$ cat config.mk
export PLATFORM = sky130hd
export DESIGN_NAME = evt_irq_ctrl
export DESIGN_NICKNAME = d
export VERILOG_FILES = /design/src/rtl/evt_irq_pkg.sv /design/src/rtl/evt_stat_bank.sv /design/src/rtl/evt_en_bank.sv /design/src/rtl/evt_irq_ctrl.sv
export SDC_FILE = /design/constraint.sdc
export NUM_CORES = 1
export LEC_CHECK = 0
export BUFFER_PORTS_ARGS = -buffer_cell sky130_fd_sc_hd__clkbuf_2
export CAP_MARGIN = 20
export CORE_ASPECT_RATIO = 0.7
export CORE_MARGIN = 3
export CORE_UTILIZATION = 44
export DETAILED_ROUTE_END_ITERATION = 10
export PLACE_DENSITY = 0.75
export SLEW_MARGIN = 10
export SYNTH_ARGS = -nofsm -noshare
export SYNTH_HDL_FRONTEND = slang
export SYNTH_HIERARCHICAL = 1
export SYNTH_SLANG_ARGS = --single-unit
$ cat constraint.sdc
create_clock -name clk_i -period 1.2 [get_ports clk_i]
set_input_delay 0.18 -clock clk_i [delete_from_list [all_inputs] [get_ports clk_i]]
set_output_delay 0.18 -clock clk_i [all_outputs]
set_load 0.005 [all_outputs]
$ cat src/rtl/evt_irq_pkg.sv
package evt_irq_pkg;
  localparam int W     = 8;
  localparam int NBANK = 2;
  localparam int AW    = 8;
  localparam logic [NBANK-1:0][W-1:0] VALID_MASK = {8'h0F, 8'hEC};
  localparam logic [NBANK-1:0][W-1:0] STAT_RST   = {8'h01, 8'h00};
  localparam logic [NBANK-1:0][W-1:0] EN_RST     = {8'h01, 8'h00};
  localparam logic [AW-1:0] STAT_BASE = 8'h03;
  localparam logic [AW-1:0] EN_BASE   = 8'h05;
endpackage

$ cat src/rtl/evt_stat_bank.sv
module evt_stat_bank #(
  parameter int          W     = 8,
  parameter logic [W-1:0] VALID = '1,
  parameter logic [W-1:0] RST   = '0
) (
  input  logic         clk_i,
  input  logic         rst_ni,
  input  logic [W-1:0] evt_i,
  input  logic [W-1:0] en_i,
  input  logic         clr_i,
  output logic [W-1:0] stat_o
);
  logic [W-1:0] stat_q, clr_mask;

  assign clr_mask = clr_i ? en_i : '0;

  // new events win over the clear in the same cycle
  always_ff @(posedge clk_i or negedge rst_ni) begin
    if (!rst_ni) stat_q <= RST & VALID;
    else         stat_q <= ((stat_q & ~clr_mask) | evt_i) & VALID;
  end

  assign stat_o = stat_q;
endmodule

$ cat src/rtl/evt_en_bank.sv
module evt_en_bank #(
  parameter int          W     = 8,
  parameter logic [W-1:0] VALID = '1,
  parameter logic [W-1:0] RST   = '0
) (
  input  logic         clk_i,
  input  logic         rst_ni,
  input  logic         we_i,
  input  logic [W-1:0] wdata_i,
  output logic [W-1:0] en_o
);
  logic [W-1:0] en_q;

  always_ff @(posedge clk_i or negedge rst_ni) begin
    if (!rst_ni)   en_q <= RST & VALID;
    else if (we_i) en_q <= wdata_i & VALID;
  end

  assign en_o = en_q;
endmodule

$ cat src/rtl/evt_irq_ctrl.sv
module evt_irq_ctrl
  import evt_irq_pkg::*;
(
  input  logic                clk_i,
  input  logic                rst_ni,
  input  logic [NBANK*W-1:0]  evt_i,
  input  logic [AW-1:0]       addr_i,
  input  logic                rd_i,
  input  logic                wr_i,
  input  logic [W-1:0]        wdata_i,
  output logic [W-1:0]        rdata_o,
  output logic                irq_no
);
  logic [NBANK-1:0][W-1:0] stat_q, en_q;
  logic [NBANK-1:0]        stat_hit, en_hit, pend;

  for (genvar b = 0; b < NBANK; b++) begin : g_bank
    assign stat_hit[b] = (addr_i == STAT_BASE + AW'(b));
    assign en_hit[b]   = (addr_i == EN_BASE + AW'(b));
    assign pend[b]     = |(stat_q[b] & en_q[b]);

    evt_stat_bank #(.W(W), .VALID(VALID_MASK[b]), .RST(STAT_RST[b])) u_stat (
      .clk_i  (clk_i),
      .rst_ni (rst_ni),
      .evt_i  (evt_i[b*W +: W]),
      .en_i   (en_q[b]),
      .clr_i  (rd_i & stat_hit[b]),
      .stat_o (stat_q[b])
    );

    evt_en_bank #(.W(W), .VALID(VALID_MASK[b]), .RST(EN_RST[b])) u_en (
      .clk_i   (clk_i),
      .rst_ni  (rst_ni),
      .we_i    (wr_i & en_hit[b]),
      .wdata_i (wdata_i),
      .en_o    (en_q[b])
    );
  end

  always_comb begin
    rdata_o = '0;
    for (int b = 0; b < NBANK; b++) begin
      if (stat_hit[b]) rdata_o = stat_q[b];
      if (en_hit[b])   rdata_o = en_q[b];
    end
  end

  assign irq_no = ~|pend;
endmodule

# == After elaboration in Yosys (flattened, before gate mapping) ==
# Cells that the tools add are included.
# classes
reduce_logical,2
n_eq_ne,4
div_mod_pow,0
add_sub_neg,0
bitwise,12
muxes,6
n_mul,0
shifts,0
n_lt_le_gt_ge,0
# op_table
op,n
$mux 8,5
$eq 8x3->1 const B,3
$and 8x8->8,2
$reduce_or 16->1,1
$and 4x4->4,2
$eq 8x2->1 const B,1
$not 8->8,1
$or 8x8->8,1
$and 1x1->1,4
$mux 4,1
$not 4->4,1
$or 4x4->4,1
$logic_not 1->1,1
# totals
romBits,0
regBits,18
memories,0
out_inout_bits,9
latch_bits,0
ram_bits,0

# == Logic depth before layout (Yosys ltp) ==
# logic_depth
ltp_word,6
ltp_mapped,6

# == Modules after synthesis ==
# Netlist, hierarchy kept.
# modules_own_cells
module,area_per_inst_um2,instances,cells_each
evt_irq_ctrl,436.7,1,58
evt_en_bank at g_bank[0].u_en,207.7,1,14
evt_stat_bank at g_bank[0].u_stat,207.7,1,19
evt_en_bank at g_bank[1].u_en,180.2,1,13
evt_stat_bank at g_bank[1].u_stat,180.2,1,17

# == Worst setup path after synthesis ==
# Ideal clock, no wire load.
# synth_timing
path_type,input port to flip-flop
start,input port addr_i[2]
end,register g_bank[1].u_en.en_q[1]
setup_slack_ns,-0.159
stages,5
t_arrival_ns,1.234
t_required_ns,1.075
path_cell_list,nor2b_1 buf_2 buf_2 and4_1 mux2_2
# synth_via
elab_chain_len,2
# synth_lines
item,line_no,rtl
"start, declared",evt_irq_ctrl.sv:7,"input logic [AW-1:0] addr_i,"
$eq 8x3->1,evt_irq_ctrl.sv:19,assign en_hit[b] = (addr_i == EN_BASE + AW'(b));
$and 1x1->1,evt_irq_ctrl.sv:34,".we_i (wr_i & en_hit[b]),"
"end signal, assigned",evt_en_bank.sv:15,if (!rst_ni) en_q <= RST & VALID;
"end signal, assigned",evt_en_bank.sv:16,else if (we_i) en_q <= wdata_i & VALID;
"end, declared",evt_en_bank.sv:12,logic [W-1:0] en_q;
# No other way between the ends.
# A chain may end at the register's enable or synchronous reset.

# == Worst setup path after layout ==
# layout_timing
start,register g_bank[0].u_stat.stat_q[6]
end,output port irq_no
# layout_via
elab_chain_len,3
# layout_lines
item,line_no,rtl
"start, declared",evt_stat_bank.sv:13,"logic [W-1:0] stat_q, clr_mask;"
"start signal, assigned",evt_stat_bank.sv:19,if (!rst_ni) stat_q <= RST & VALID;
"start signal, assigned",evt_stat_bank.sv:20,else stat_q <= ((stat_q & ~clr_mask) | evt_i) & VALID;
$and 8x8->8,evt_irq_ctrl.sv:20,assign pend[b] = |(stat_q[b] & en_q[b]);
$reduce_or 16->1,evt_irq_ctrl.sv:48,assign irq_no = ~|pend;
$logic_not 1->1,evt_irq_ctrl.sv:48,
"end, declared",evt_irq_ctrl.sv:12,output logic irq_no
# No other way between the ends.

==> reports/qor_table.md <==
| Result | Reported | Unit |
|---|---|---|
| Run status | finished with violations | - |
| Violated checks | setup timing | - |
| Sequential Power Share | 45.7 | % |
| CTS root buf | clkbuf_8 | - |
| Pin count of the biggest net entering global routing | 19 | - |
| Grt ovf | 0 | - |
| Power Dens Cells | 830 | nW/um^2 |
| Synth Area in Compound Gates | 26.2 | % |
| Sequential-to-total area share from yosys stat | 37.4 | % |
| Count of final hold-check violations | 0 | - |
| Fmax achieved | 611 | MHz |
| # fillers | 214 | - |
| Cell area after placement | 1510 | sq um |
| Relative contribution of the clock network to total power | 33.9 | % |
| Worst hold path type | in -> reg | - |
| TritonCTS clock tree | done | - |
| Crit path time final | 1640 | ps |
| Top_reg_cell synth | dfrtp_1 | - |
| DR WL/cell | 15.4 | um |
| Number of max-capacitance violations reported | 0 | - |
| HPWL after detailed placement | 2.53 | mm |
| Most frequent standard cell in the layout excluding fill and tap cells | clkbuf_2 | - |
| Number of antenna violations at the first check in global routing | 0 | - |
| Signal arrival time at the worst endpoint | 1460 | ps |
| Width of the die | 68.7 | um |
| Seq cells post-synth | 18 | - |
| Residual antenna-violating net count after detailed routing | 0 | - |
| Setup skew after layout | 0.376 | ps |
| Final setup violation count | 9 | - |
| Global-route wire length before repair | 5.23 | mm |
| Synthesized area divided by synthesized cell count | 10.0 | sq um |
| Cell type of the slowest stage on the worst timing path | dfrtp_1 | - |
| Starting DRC count in detailed routing | 91 | - |
| Leakage power figure | 0.789 | nW |
| Required @ worst endpoint | 1020 | ps |
| Sw Pwr | 0.000321 | W |
| Clk sink count | 18 | - |
| Portion of total power attributed to combinational logic | 20.4 | % |
| Peak VDD IR | 0.000684 | V |
| Vertical extent of the die | 49.9 | um |
| Count of warnings emitted by yosys | 6 | - |
| Internal cell power | 0.00107 | W |
| Starting density of the core | 47.9 | % |
| Synthesized-area fraction occupied by xor and xnor cells | 0 | % |
| Number of detailed-route iterations in the first pass | 5 | - |
| Number of global-route vias before repair | 1103 | - |
| Leading post-synthesis cells by cell area | dfrtp_1 33%, buf_4 9.3%, mux2_2 8.4% | - |
| Area of the core | 2530 | sq um |
| Total Routed Length | 3.27 | mm |
| PortBufs | 36 | - |
| Global placer's final weighted congestion | 0.886 | - |
| Finished Cell Area | 1680 | sq um |
| Number of instances in the synthesized netlist | 121 | - |
| Dominant combinational cell family by area after synthesis | compound AO/OA/AOI/OAI gates | - |
| Diode count | 0 | - |
| Most used cells in the layout excluding fill and tap cells | 33 x clkbuf_2, 21 x buf_4, 16 x dfrtp_1, 14 x conb_1 | - |
| Total I/O pin count | 45 | - |
| Count of different cell masters after synthesis | 25 | - |
| Switching share of power | 23.1 | % |
| RSZ-0062 raised after global routing | true | - |
| Area share of the largest cell type after synthesis | 33.0 | % |
| Crit path cell chain | a22o_1, a221oi_2, and4_1, clkbuf_2 | - |
| Final setup slack of the worst path | -436 | ps |
| TritonCTS Buffers | 3 | - |
| Post-synthesis instance area | 1210 | sq um |
| Drt via density | 5.42 | - |
| Total Negative Setup Slacks | -2790 | ps |
| Crit path largest cell delay | 380 | ps |
| Period utilization | 136 | % |
| Die Footprint | 3430 | sq um |
| Maximum clock path buffer count | 2 | - |
| Proportion of synthesized area in mux cells | 8.36 | % |
| Ratio of cells with drive above 1 in the final layout | 48.9 | % |
| Clock transition time at the flip-flop clock pins of the worst setup and hold paths | 60 | ps |
| Number of vias after detailed routing | 1150 | - |
| Area growth, synth to finish | 38.4 | % |
| Crit path kind | reg -> out | - |
| Later-pin clock latency in the skew report | 240 | ps |
| Area leader, netlist | dfrtp_1 | - |
| Number of enable flip-flop cells after synthesis | 0 | - |
| Rows | 15 | - |
| Endpoint class of the critical path | output port | - |
| Total routing usage reported by global routing | 20.3 | % |
| Max-slew violation total from the final report | 0 | - |
| Share of synthesized flip-flops with an asynchronous set or reset | 100 | % |
| Crit start category | flop | - |
| Number of nets in the layout | 215 | - |
| H-tree levels | 1 | - |
| Post-synthesis simple-gate area fraction | 14.6 | % |
| Crit Path Max Fanout | 2 | - |
| Post-detailed-route DRC marker count | 0 | - |
| Adder-cell share of the synthesized area | 0 | % |
==> cell families (layout without fill, tap and decap cells) <==
| family | after synthesis | after routing |
|---|---|---|
| AO/OA/AOI/OAI | 41 | 41 |
| buffers and inverters | 20 | 67 |
| other | 4 | 14 |
| flip-flops | 18 | 18 |
| multiplexers | 9 | 9 |
| AND/OR/NAND/NOR | 29 | 29 |
==> metal layers <==
| metal | vias up | GRT usage, % | wire [um] |
|---|---|---|---|
| li1 | 551 | - | - |
| met1 | 547 | 30.3 | 1550 |
| met2 | 50 | 31.4 | 1460 |
| met3 | 2 | 1.82 | 239 |
| met4 | 0 | 4.85 | 13 |
| met5 | - | 0 | 0 |
==> flip-flops by register name, summed over array words and instances, names as in the netlist <==
signal and cells:
g_bank.u_en/en_o 9, g_bank.u_stat/stat_o 9
==> synthesized netlist by cell type, types with 2 or more instances <==
| library cell | number |
|---|---|
| a222oi_1 | 8 |
| buf_2 | 2 |
| a22o_1 | 4 |
| nand2_1 | 10 |
| a21o_1 | 9 |
| dfrtp_1 | 16 |
| conb_1 | 4 |
| mux2_2 | 9 |
| a211oi_1 | 8 |
| buf_4 | 15 |
| nor2b_1 | 2 |
| dfstp_2 | 2 |
| o21ai_0 | 8 |
| and4_1 | 3 |
| buf_6 | 2 |
| or2b_1 | 7 |
| a221oi_1 | 4 |
==> path summary, 6_finish.rpt <==
| check | start | endpoint | slack [ps] | cells past startpoint |
|---|---|---|---|---|
| worst max-delay path | g_bank[0].u_stat/stat_o[6] | irq_no | -440 | 4 |
| worst min-delay path | evt_i[2] | g_bank[0].u_stat/stat_o[2] | 110 | 2 |
| worst max register to register | g_bank[0].u_en/en_o[7] | g_bank[0].u_en/en_o[7] | 200 | 3 |
| worst min register to register | g_bank[1].u_stat/stat_o[0] | g_bank[1].u_stat/stat_o[0] | 540 | 1 |
| max in group asynchronous | rst_ni | g_bank[1].u_stat/stat_o[0] | 470 | 2 |
| min in group asynchronous | rst_ni | g_bank[1].u_stat/stat_o[1] | 400 | 2 |
==> power by group through the flow <==
stage	registers (W)	logic (W)	clock network, W
6_report	0.000636	0.000285	0.000472
5_1_grt	0.000637	0.000311	0.000527
4_1_cts	0.000635	0.000266	0.000488
3_5_place_dp	0.000645	0.000239	0
3_3_place_gp	0.000645	0.000232	0
2_1_floorplan	0.000645	0.000161	0
==> what timing repair did <==
| action | CTS | global route |
|---|---|---|
| hold buffers | 1 | 0 |
| cloned | 2 | 0 |
| setup endpoints to repair | 9 | 15 |
| pin swaps | 8 | 4 |
| buffers inserted | 1 | 1 |
| hold endpoints to repair | 16 | 0 |
| gates resized for setup | 10 | 6 |
==> through the flow <==
step	total power (W)	cells	utilization (%)	hold WS (ps)	setup WS (ps)
final	0.00139	212	66.2	110	-436
after global routing	0.00147	212	66.2	108	-484
after CTS	0.00139	211	64.9	105	-431
after detailed placement	0.000884	203	59.6	137	-236
after global placement	0.000877	203	59.6	129	-216
after floorplan	0.000806	131	-	-116	-24.7
==> layout make-up <==
cell class / instances / area [sq um] / share of cell area (%)
clock buffers: 4 / 55.1 / 3.28
well taps: 34 / 42.5 / 2.54
repair buffers: 63 / 427 / 25.4
multi-input cells: 93 / 701 / 41.8
flip-flops and latches: 18 / 453 / 27.0
==> worst max-delay path: cells and delay by family, from the launching register on <==
kind	cells	cell delay (ps)
and+or+nand+nor	1	240
buffers and inverters	1	120
DFF	1	380
AOI/OAI and AO/OA	2	470
Note: power is estimated with default switching activity, not from simulation.
